## src/rtl/txb_pkg.sv

```systemverilog
`timescale 1ns/1ps
package txb_pkg;

    // Lifecycle of the barrier: idle until the first init, then armed.
    typedef enum logic {
        BAR_IDLE  = 1'b0,
        BAR_ARMED = 1'b1
    } bar_mode_e;

    // Sticky error bundle.
    typedef struct packed {
        logic arrive;
        logic bytes;
    } txb_fault_t;

    // A phase may end only when something that lowers a count happened
    // this cycle and both counts are zero after all of this cycle's updates.
    function automatic logic flip_ready(
        input logic armed,
        input logic touched,
        input logic arr_zero,
        input logic txn_zero
    );
        return armed && touched && arr_zero && txn_zero;
    endfunction

    // A waiter is released once the phase parity has moved past its token.
    function automatic logic token_released(
        input logic armed,
        input logic token,
        input logic cur_phase
    );
        return armed && (token != cur_phase);
    endfunction

endpackage

```

## src/rtl/txb_arrival_unit.sv

```systemverilog
`timescale 1ns/1ps
module txb_arrival_unit #(
    parameter int CNT_W = 8
) (
    input  logic             clk,
    input  logic             rst,
    input  logic             load,
    input  logic [CNT_W-1:0] load_count,
    input  logic             armed,
    input  logic             arrive,
    input  logic             drop,
    input  logic             complete,
    output logic [CNT_W-1:0] arr_q,
    output logic [CNT_W-1:0] part_q,
    output logic             arr_next_zero,
    output logic             fault
);

    logic             act_arrive;
    logic             act_drop;
    logic [CNT_W-1:0] arr_after;
    logic [CNT_W-1:0] part_after;

    always_comb begin
        act_arrive = armed && !load && arrive;
        act_drop   = act_arrive && drop;
        arr_after  = arr_q;
        part_after = part_q;
        fault      = 1'b0;
        if (act_arrive) begin
            if (arr_q == '0) begin
                fault = 1'b1;
            end else begin
                arr_after = arr_q - CNT_W'(1);
            end
        end
        if (act_drop) begin
            if (part_q == '0) begin
                fault = 1'b1;
            end else begin
                part_after = part_q - CNT_W'(1);
            end
        end
    end

    assign arr_next_zero = (arr_after == '0);

    always_ff @(posedge clk) begin
        if (rst) begin
            arr_q  <= '0;
            part_q <= '0;
        end else if (load) begin
            arr_q  <= load_count;
            part_q <= load_count;
        end else begin
            part_q <= part_after;
            arr_q  <= complete ? part_after : arr_after;
        end
    end

    AST_ARRIVE_STEP: assert property (@(posedge clk) disable iff (rst)
        (act_arrive && !complete && arr_q != '0) |=> (arr_q == $past(arr_q) - CNT_W'(1)))
        else $error("arrival count did not step down by one");

    AST_ARRIVE_SATURATE: assert property (@(posedge clk) disable iff (rst)
        (act_arrive && !complete && arr_q == '0) |=> (arr_q == '0))
        else $error("arrival count wrapped");

    AST_DROP_STEP: assert property (@(posedge clk) disable iff (rst)
        (act_drop && part_q != '0) |=> (part_q == $past(part_q) - CNT_W'(1)))
        else $error("participant count not lowered by drop");

endmodule

```

## src/rtl/txb_byte_unit.sv

```systemverilog
`timescale 1ns/1ps
module txb_byte_unit #(
    parameter int BYTE_W = 16
) (
    input  logic              clk,
    input  logic              rst,
    input  logic              load,
    input  logic              armed,
    input  logic              expect_v,
    input  logic [BYTE_W-1:0] expect_bytes,
    input  logic              xfer_v,
    input  logic [BYTE_W-1:0] xfer_bytes,
    input  logic              complete,
    output logic [BYTE_W-1:0] txn_q,
    output logic              txn_next_zero,
    output logic              fault
);

    logic              act_exp;
    logic              act_xfer;
    logic [BYTE_W:0]   sum;
    logic [BYTE_W-1:0] raised;
    logic [BYTE_W-1:0] txn_after;

    always_comb begin
        act_exp   = armed && !load && expect_v;
        act_xfer  = armed && !load && xfer_v;
        // Expected bytes join the count before delivered bytes leave it.
        sum       = {1'b0, txn_q} + {1'b0, (act_exp ? expect_bytes : '0)};
        raised    = sum[BYTE_W] ? '1 : sum[BYTE_W-1:0];
        fault     = sum[BYTE_W];
        txn_after = raised;
        if (act_xfer) begin
            if (xfer_bytes > raised) begin
                txn_after = '0;
                fault     = 1'b1;
            end else begin
                txn_after = raised - xfer_bytes;
            end
        end
    end

    assign txn_next_zero = (txn_after == '0);

    always_ff @(posedge clk) begin
        if (rst || load) begin
            txn_q <= '0;
        end else if (complete) begin
            txn_q <= '0;
        end else begin
            txn_q <= txn_after;
        end
    end

    AST_BYTES_GROW: assert property (@(posedge clk) disable iff (rst)
        (act_exp && !act_xfer && !complete) |=> (txn_q >= $past(txn_q)))
        else $error("byte count shrank on an expect");

    AST_BYTES_SHRINK: assert property (@(posedge clk) disable iff (rst)
        (act_xfer && !act_exp && !complete) |=> (txn_q <= $past(txn_q)))
        else $error("byte count grew on a transfer");

endmodule

```

## src/rtl/txb_phase_ctrl.sv

```systemverilog
`timescale 1ns/1ps
module txb_phase_ctrl
    import txb_pkg::*;
(
    input  logic clk,
    input  logic rst,
    input  logic init_v,
    input  logic touched,
    input  logic arr_zero,
    input  logic txn_zero,
    input  logic arr_fault,
    input  logic byte_fault,
    input  logic query_token,
    output logic armed,
    output logic complete,
    output logic phase_q,
    output logic query_done,
    output logic err_arrive,
    output logic err_bytes
);

    bar_mode_e  mode_q;
    txb_fault_t err_q;

    assign armed      = (mode_q == BAR_ARMED);
    assign complete   = !init_v && flip_ready(armed, touched, arr_zero, txn_zero);
    assign query_done = token_released(armed, query_token, phase_q);
    assign err_arrive = err_q.arrive;
    assign err_bytes  = err_q.bytes;

    always_ff @(posedge clk) begin
        if (rst) begin
            mode_q  <= BAR_IDLE;
            phase_q <= 1'b0;
            err_q   <= '0;
        end else begin
            if (init_v) begin
                mode_q  <= BAR_ARMED;
                phase_q <= 1'b0;
            end else if (complete) begin
                phase_q <= !phase_q;
            end
            err_q.arrive <= err_q.arrive | arr_fault;
            err_q.bytes  <= err_q.bytes | byte_fault;
        end
    end

    AST_ERR_ARRIVE_STICKY: assert property (@(posedge clk) disable iff (rst)
        err_q.arrive |=> err_q.arrive)
        else $error("arrival error flag cleared");

    AST_ERR_BYTES_STICKY: assert property (@(posedge clk) disable iff (rst)
        err_q.bytes |=> err_q.bytes)
        else $error("byte error flag cleared");

    AST_FLIP_NEEDS_EVENT: assert property (@(posedge clk) disable iff (rst)
        (!touched && !init_v) |=> (phase_q == $past(phase_q)))
        else $error("phase moved without an arrive or transfer");

endmodule

```

## src/rtl/txn_phase_barrier.sv

```systemverilog
`timescale 1ns/1ps
module txn_phase_barrier #(
    parameter int CNT_W  = 8,
    parameter int BYTE_W = 16
) (
    input  logic              clk,
    input  logic              rst,
    input  logic              init_valid,
    input  logic [CNT_W-1:0]  init_count,
    input  logic              expect_valid,
    input  logic [BYTE_W-1:0] expect_bytes,
    input  logic              arrive_valid,
    input  logic              arrive_drop,
    output logic              arrive_token,
    input  logic              xfer_valid,
    input  logic [BYTE_W-1:0] xfer_bytes,
    input  logic              query_token,
    output logic              query_done,
    output logic              phase,
    output logic [CNT_W-1:0]  pending_arrivals,
    output logic [BYTE_W-1:0] pending_bytes,
    output logic              err_arrive,
    output logic              err_bytes
);

    logic             armed;
    logic             complete;
    logic             touched;
    logic             arr_zero;
    logic             txn_zero;
    logic             arr_fault;
    logic             byte_fault;
    logic [CNT_W-1:0] part_q;

    assign touched      = armed && (arrive_valid || xfer_valid);
    assign arrive_token = phase;

    txb_arrival_unit #(.CNT_W(CNT_W)) u_arrivals (
        .clk           (clk),
        .rst           (rst),
        .load          (init_valid),
        .load_count    (init_count),
        .armed         (armed),
        .arrive        (arrive_valid),
        .drop          (arrive_drop),
        .complete      (complete),
        .arr_q         (pending_arrivals),
        .part_q        (part_q),
        .arr_next_zero (arr_zero),
        .fault         (arr_fault)
    );

    txb_byte_unit #(.BYTE_W(BYTE_W)) u_bytes (
        .clk           (clk),
        .rst           (rst),
        .load          (init_valid),
        .armed         (armed),
        .expect_v      (expect_valid),
        .expect_bytes  (expect_bytes),
        .xfer_v        (xfer_valid),
        .xfer_bytes    (xfer_bytes),
        .complete      (complete),
        .txn_q         (pending_bytes),
        .txn_next_zero (txn_zero),
        .fault         (byte_fault)
    );

    txb_phase_ctrl u_ctrl (
        .clk         (clk),
        .rst         (rst),
        .init_v      (init_valid),
        .touched     (touched),
        .arr_zero    (arr_zero),
        .txn_zero    (txn_zero),
        .arr_fault   (arr_fault),
        .byte_fault  (byte_fault),
        .query_token (query_token),
        .armed       (armed),
        .complete    (complete),
        .phase_q     (phase),
        .query_done  (query_done),
        .err_arrive  (err_arrive),
        .err_bytes   (err_bytes)
    );

    AST_RELOAD_ON_FLIP: assert property (@(posedge clk) disable iff (rst)
        complete |=> (pending_bytes == '0 && pending_arrivals == part_q))
        else $error("counts not re-armed on phase flip");

    AST_BYTES_BLOCK_FLIP: assert property (@(posedge clk) disable iff (rst)
        (!init_valid && !txn_zero) |=> (phase == $past(phase)))
        else $error("phase flipped with bytes outstanding");

    AST_INIT_CLEARS: assert property (@(posedge clk) disable iff (rst)
        init_valid |=> (phase == 1'b0 && pending_bytes == '0))
        else $error("init did not restart the barrier");

endmodule

```

## config.mk

```make
export PLATFORM = sky130hd
export DESIGN_NAME = txn_phase_barrier
export DESIGN_NICKNAME = d
export VERILOG_FILES = /design/src/rtl/txb_pkg.sv /design/src/rtl/txb_arrival_unit.sv /design/src/rtl/txb_byte_unit.sv /design/src/rtl/txb_phase_ctrl.sv /design/src/rtl/txn_phase_barrier.sv
export SDC_FILE = /design/constraint.sdc
export NUM_CORES = 1
export LEC_CHECK = 0
export BUFFER_PORTS_ARGS = -buffer_cell sky130_fd_sc_hd__buf_2
export CAP_MARGIN = 10
export CORE_MARGIN = 5
export CORE_UTILIZATION = 57
export DETAILED_ROUTE_END_ITERATION = 12
export PLACE_DENSITY = 0.88
export REMOVE_ABC_BUFFERS = 1
export SETUP_SLACK_MARGIN = 0.15
export SYNTH_ARGS = -nofsm -noshare
export SYNTH_HDL_FRONTEND = slang
export SYNTH_SLANG_ARGS = --single-unit
```

## constraint.sdc

```tcl
create_clock -name clk -period 5.9 [get_ports clk]
set_input_delay 0.295 -clock clk [delete_from_list [all_inputs] [get_ports clk]]
set_output_delay 0.295 -clock clk [all_outputs]
set_load 0.05 [all_outputs]
```

* Yosys cells after proc, flatten, opt, wreduce, memory -nomap -nowiden
Index checks and enable logic that the tools add are counted.
W data, S select, Z words.
** Storage, ports and cells
- Flip-flop bits (word level) :: 36
- Bits in latches :: 0
- Bits in writable memories :: 0
- ROM bits :: 0
- Word-level logic and storage cells :: 53
- Memories :: 0
** Cells by class
- Add/subtract/negate cells :: 4
- Multiply operators :: 0
- Div/mod/pow operators :: 0
- $lt $le $gt $ge :: 1
- Eq/ne operators :: 1
- Shifts and indexed selects :: 0
- Multiplexer cells :: 17
- Bitwise operators :: 2
- Reductions and logical operators :: 21
** Operator list (number)
- $mux W16 :: 4
- $mux W8 :: 7
- $logic_not A8 Y1 :: 3
- $add A16 B16 Y17 :: 1
- $gt A16 B16 Y1 :: 1
- $logic_not A16 Y1 :: 1
- $sub A16 B16 Y16 :: 1
- $sub A8 B1 Y8 const B :: 2
- $logic_and A1 B1 Y1 :: 11
- $mux W1 :: 6
- $reduce_or A2 Y1 :: 2
- $logic_not A1 Y1 :: 2
- $logic_or A1 B1 Y1 :: 2
- $or A1 B1 Y1 :: 2
- $ne A1 B1 Y1 :: 1

* Longest topological paths before layout
- Word-level depth :: 14
- Depth in mapped cells :: 25
- Depth with buffers taken out :: 21

* By module
A second synthesis with hierarchy kept.
** Second synthesis, totals
- Cell total of the unflattened synthesis :: 509
- Area total of the unflattened synthesis :: 3782.4 um2
** By module, submodules not included
- txb_byte_unit :: instances 1, cells each 332, area an instance 2399.8 um2, seq. area each 320.3 um2
- txb_arrival_unit :: instances 1, cells each 158, area an instance 1208.7 um2, seq. area each 320.3 um2
- txb_phase_ctrl :: instances 1, cells each 17, area an instance 158.9 um2, seq. area each 80.1 um2
- txn_phase_barrier :: instances 1, cells each 2, area an instance 15.0 um2, seq. area each 0.0 um2

* Least setup slack after synthesis
Ideal clock, no wire load.
- Path type :: reg2reg
- Start :: reg u_ctrl.mode_q (netlist: u_ctrl.armed)
- End :: reg u_arrivals.arr_q[7]
- Library setup time :: 118 ps
- Arrival time :: 5369 ps
- Data required time :: 5782 ps
- Path slack :: 414 ps
- Cell stages (with the launch flop) :: 24
- Buffers on the path :: 4
- Period minus slack after synthesis :: 5486 ps
- Path through :: dfxtp_1 > nor2b_1 > clkbuf_1 > clkbuf_1 > and3_1 > ha_1 > clkbuf_1 > a21o_1 > a31o_2 > a31o_2 > o21ai_2 > nand2_1 > ha_1 > nor2b_4 > a221oi_2 > xnor2_1 > or4_1 > or4_1 > a2111oi_2 > a21oi_1 > nor4b_2 > buf_4 > mux2i_1 > a21oi_1
** Between the ends
- Word-level cells in the longest chain between the ends :: 13
** RTL lines
- from (decl) :: line txb_phase_ctrl.sv:22 : bar_mode_e mode_q;
- from (signal assigned) :: line txb_phase_ctrl.sv:33 : mode_q <= BAR_IDLE;
- from (signal assigned) :: line txb_phase_ctrl.sv:38 : mode_q <= BAR_ARMED;
- $logic_and A1 B1 Y1 :: line txb_arrival_unit.sv:25, txb_byte_unit.sv:26, txb_byte_unit.sv:27
- $logic_and A1 B1 Y1 :: line txb_byte_unit.sv:26 : act_exp = armed && !load && expect_v;
- $mux W16 :: line txb_byte_unit.sv:29 : sum = {1'b0, txn_q} + {1'b0, (act_exp ? expect_bytes : '0)};
- $add A16 B16 Y17 :: line txb_byte_unit.sv:29
- $mux W16 :: line txb_byte_unit.sv:30 : raised = sum[BYTE_W] ? '1 : sum[BYTE_W-1:0];
- $sub A16 B16 Y16 or $gt A16 B16 Y1 (tied branches) :: line txb_byte_unit.sv:38, txb_byte_unit.sv:34
- $mux W16 :: line txb_byte_unit.sv:34 : if (xfer_bytes > raised) begin
- $mux W16 :: line txb_byte_unit.sv:33 : if (act_xfer) begin
- $logic_not A16 Y1 :: line txb_byte_unit.sv:43 : assign txn_next_zero = (txn_after == '0);
- $logic_and A1 B1 Y1 :: line txb_pkg.sv:24 : return armed && touched && arr_zero && txn_zero;
- $logic_and A1 B1 Y1 :: line txb_phase_ctrl.sv:26 : assign complete = !init_v && flip_ready(armed, touched, arr_zero, txn_zero);
- $mux W8 * :: line txb_arrival_unit.sv:57 : arr_q <= complete ? part_after : arr_after;
- $mux W8 * :: line txb_arrival_unit.sv:52 : end else if (load) begin
- to (signal assigned) :: line txb_arrival_unit.sv:53 : arr_q <= load_count;
- to (signal assigned) :: line txb_arrival_unit.sv:57
- to (decl) :: line txb_arrival_unit.sv:13 : output logic [CNT_W-1:0] arr_q,
Every way passes the cells marked *; elsewhere a longest branch is shown, timed or not.
A chain may end at the register's enable or synchronous reset.

* Worst setup path after layout
- Start :: reg u_ctrl.mode_q (netlist: u_ctrl.armed)
- End :: reg u_ctrl.phase_q
** Between the ends
- Word-level cells in the longest chain between the ends :: 11
** RTL lines
- $logic_and A1 B1 Y1 :: line txb_arrival_unit.sv:25, txb_byte_unit.sv:26, txb_byte_unit.sv:27
- $logic_and A1 B1 Y1 :: line txb_byte_unit.sv:26
- $mux W16 :: line txb_byte_unit.sv:29
- $add A16 B16 Y17 :: line txb_byte_unit.sv:29
- $mux W16 :: line txb_byte_unit.sv:30
- $sub A16 B16 Y16 or $gt A16 B16 Y1 (tied branches) :: line txb_byte_unit.sv:38, txb_byte_unit.sv:34
- $mux W16 :: line txb_byte_unit.sv:34
- $mux W16 :: line txb_byte_unit.sv:33
- $logic_not A16 Y1 :: line txb_byte_unit.sv:43
- $logic_and A1 B1 Y1 * :: line txb_pkg.sv:24
- $logic_and A1 B1 Y1 * :: line txb_phase_ctrl.sv:26
- to (signal assigned) :: line txb_phase_ctrl.sv:41 : phase_q <= !phase_q;
- to (decl) :: line txb_phase_ctrl.sv:16 : output logic phase_q,
Marks and branches as above.

==> run metrics <==
Core ar. 0.00639 sq mm; gpl congestion 0.956; power after layout 708 uW; mux contribution to synthesized area 0.0218; Starting Density 0.592; CTS Root Cell clkbuf_8; initial antenna violation count 0; H-tree levels 2; leading post-synthesis cells by instance count 59 x nor2_1, 56 x nand2_1, 42 x a21oi_1, 36 x dfxtp_1, 36 x ha_1; Layout fillers 500; worst-margin pin slew 0.785 ns; Area growth syn-to-layout 20.3%; largest net degree at the start of global routing 18; Worst VDD drop 0.124 mV; share of layout cells above drive strength 1 0.232; Max-cap violations 0; chip height 91.5 um; Slew HR 0.475; largest family of logic cells by synthesized area simple AND/OR/NAND/NOR gates; final WL 12.0 mm; Post-route DRC 0; top_reg_cell synth dfxtp_1; Synth Instances 528; Unique masters post-synth 57; gr usage total 0.262; Pleak 2.25 nW; final setup fails 0; sequential fraction of design power 0.372; Final Hold Viols 0; IO Count 77; Die Span X 91.5 um; Setup Skew 0.0109 ns; Yosys top cell area share 0.190; Clock Path Buffers 2; TritonCTS Buffers 5; final max-slew violation count 0; syn avg cell area 7.17 sq um; Worst Path Arrival 5.82 ns; cts hold-fix bufs 0; cells on worst reg2reg path 23; Seq/Total Area, Yosys 0.190; Clk pin slew, worst setup/hold paths 0.08 ns; Setup Crit Path Kind flip-flop to flip-flop; CTS tree done; Post-synth ARST share 0; I/O Buffers 76; die area 0.00837 sq mm; Post-synth EDFFs 0; worst skew pair latency 0.30 ns; CP peak stage delay 0.56 ns; Cell Chain, Critical Path nor2b_4 -> and3_1 -> ha_2 -> fa_2 -> a211oi_2 -> o211ai_1 -> a31o_2 -> o21a_4 -> nor2_2 -> ha_1 -> fa_1 -> nand2b_1 -> a21oi_2 -> xor2_1 -> or4_1 -> or4_4 -> a2111oi_4 -> a21oi_1 -> nor4b_2 -> buf_4 -> clkdlybuf4s15_2 -> xnor2_1 -> nor2_1; routed via count 4322; CP Launch Type flip-flop; reg2reg end u_ctrl.phase_q$_SDFFE_PP0N_; HP Start init_count[4]; first-pass GRT wire length 18.2 mm; DRT iter0 DRCs 370; top area cells in the synthesized netlist dfxtp_1 19%, ha_1 12%, nor2_1 5.9%; power share of the combinational group 0.307; Switching Share 0.348; Synth Register Bits 36; Simple-Gate Fraction of Synth Area 0.296; Sw Pwr 247 uW; Synth Area in Compound Gates 0.241; Clock Sinks 36; cell area after synthesis 0.00378 sq mm; Fmax 177 MHz; Post-DRT Antenna Nets 0; Hold EP u_arrivals.part_q[4]$_SDFF_PP0_; XOR/XNOR share of the synthesized area 0.0671; router iterations before antenna repair 7; Yosys warning total 0; Synth area leader dfxtp_1; area of the multi-input gates 0.00300 sq mm; adder-cell share of the synthesized area 0.130; P_int 461 uW; vias in the first global route 3750; FF/Latch Area 722 sq um; CP Max Fanout 6; worst hold path depth 2; CP Capture Type flip-flop; DP Area 0.00422 sq mm; status complete, no violations; pwr dens 156 mW/mm^2; Detailed Place HPWL 9.05 mm; via density per instance 6.35; antenna cells 0; Layout Nets 689; crit path time final 5.63 ns; WL per Instance 17.6 um; CP Data Required Time 6.09 ns; reg2reg setup slack 0.27 ns; GRT overflow 0; R2R Path Start u_ctrl.armed$_SDFFE_PP0P_; clock power share 0.321; final instance area 0.00455 sq mm; CP max stage cell or4_4; worst setup path start u_ctrl.armed$_SDFFE_PP0P_; post-route clock period utilization 0.955; Cell Rows 29; most numerous cell in the Yosys netlist nor2_1; Hold Path Class input pin to flip-flop
-- worst max-delay path by stage --
stage	endpoint	cells past startpoint	slack, ns
2_1_floorplan	u_bytes.txn_q[12]$_SDFF_PP0_	19	0.16
3_3_place_gp	u_arrivals.arr_q[7]$_SDFF_PP0_	22	0.32
3_5_place_dp	u_arrivals.arr_q[7]$_SDFF_PP0_	21	0.13
4_1_cts	u_arrivals.arr_q[7]$_SDFF_PP0_	22	0.17
5_1_grt	u_ctrl.phase_q$_SDFFE_PP0N_	23	-0.02
6_report	u_ctrl.phase_q$_SDFFE_PP0N_	23	0.27
-- cells by family after synthesis --
family / count (synthesis)
compound gates: 140
flops: 36
xor+xnor: 29
fa+ha+maj: 38
simple gates: 225
buf+inv: 52
mux: 8
-- per-stage QoR --
step	utilization	hold WS (ns)	setup TNS (ns)	cells	setup WS (ns)
after floorplan	-	0.365	0	504	0.162
after global placement	0.661	0.453	0	665	0.321
after detailed placement	0.661	0.475	0	665	0.133
after CTS	0.685	0.221	0	676	0.167
after global routing	0.713	0.215	-0.0343	681	-0.0174
final	0.713	0.216	0	681	0.265
-- power by group through the flow --
stage                     sequential [mW]  clock [mW]  combinational, mW
final                               0.264       0.227              0.217
after floorplan                     0.285           0              0.122
after global routing                0.265       0.236              0.234
after CTS                           0.263       0.225              0.202
after global placement              0.268           0              0.194
after detailed placement            0.269           0              0.199
-- sequential cells by signal, summed over array words and instances, names as in the netlist --
signal,cells
u_arrivals.part_q,8
u_ctrl.err_bytes,1
u_arrivals.arr_q,8
u_bytes.txn_q,16
u_ctrl.err_arrive,1
u_ctrl.armed,1
u_ctrl.phase_q,1
-- area by class of cell --
class	count	share of cell area
inverter	28	0.0231
timing repair buffer	92	0.112
sequential	36	0.159
clock inverter	3	0.00935
tap	77	0.0212
multi-input combinational	440	0.660
clock buffer	5	0.0151
-- cells in the final DEF (no fill, tap or decap), types with 4 or more instances in the layout --
| cell | count |
|---|---|
| o21ai_0 | 26 |
| o211ai_1 | 5 |
| nor3_1 | 14 |
| xnor2_1 | 19 |
| xor2_1 | 10 |
| or2_2 | 5 |
| nor2b_1 | 12 |
| mux2i_1 | 6 |
| buf_4 | 14 |
| nand2_1 | 56 |
| dfxtp_1 | 35 |
| a22oi_1 | 13 |
| ha_1 | 27 |
| a21o_1 | 15 |
| a21oi_1 | 40 |
| and3_1 | 20 |
| clkbuf_8 | 5 |
| ha_2 | 4 |
| and2_1 | 6 |
| nor2_1 | 55 |
| nand4_1 | 8 |
| ha_4 | 5 |
| buf_2 | 76 |
| inv_1 | 28 |
| nand2b_1 | 7 |
| nand3_1 | 17 |
-- metal layers --
layer | global-route usage | share of wire | vias to the layer above
met5 | 0 | 0 | -
met4 | 0.0721 | 0.023 | 0
met3 | 0.0678 | 0.093 | 37
met2 | 0.422 | 0.47 | 243
met1 | 0.345 | 0.41 | 1998
li1 | - | - | 2044
-- worst max-delay path, delay by kind of cell (launching register included) --
kind	cells	cell delay, ns
DFF	1	0.36
AOI/OAI and AO/OA	7	1.47
buffers and inverters	2	0.41
xor gates and xnor gates	2	0.23
adders and majority gates	4	1.05
and+or+nand+nor	8	2.00
-- repair_timing --
action,in CTS,in global routing
gates resized for setup,4,27
pin swaps,1,5
setup buffers,2,5
endpoints found under the hold margin,0,0
setup endpoints to repair,2,15
cloned,1,0
No activity file was read; power rests on OpenSTA's default activity.
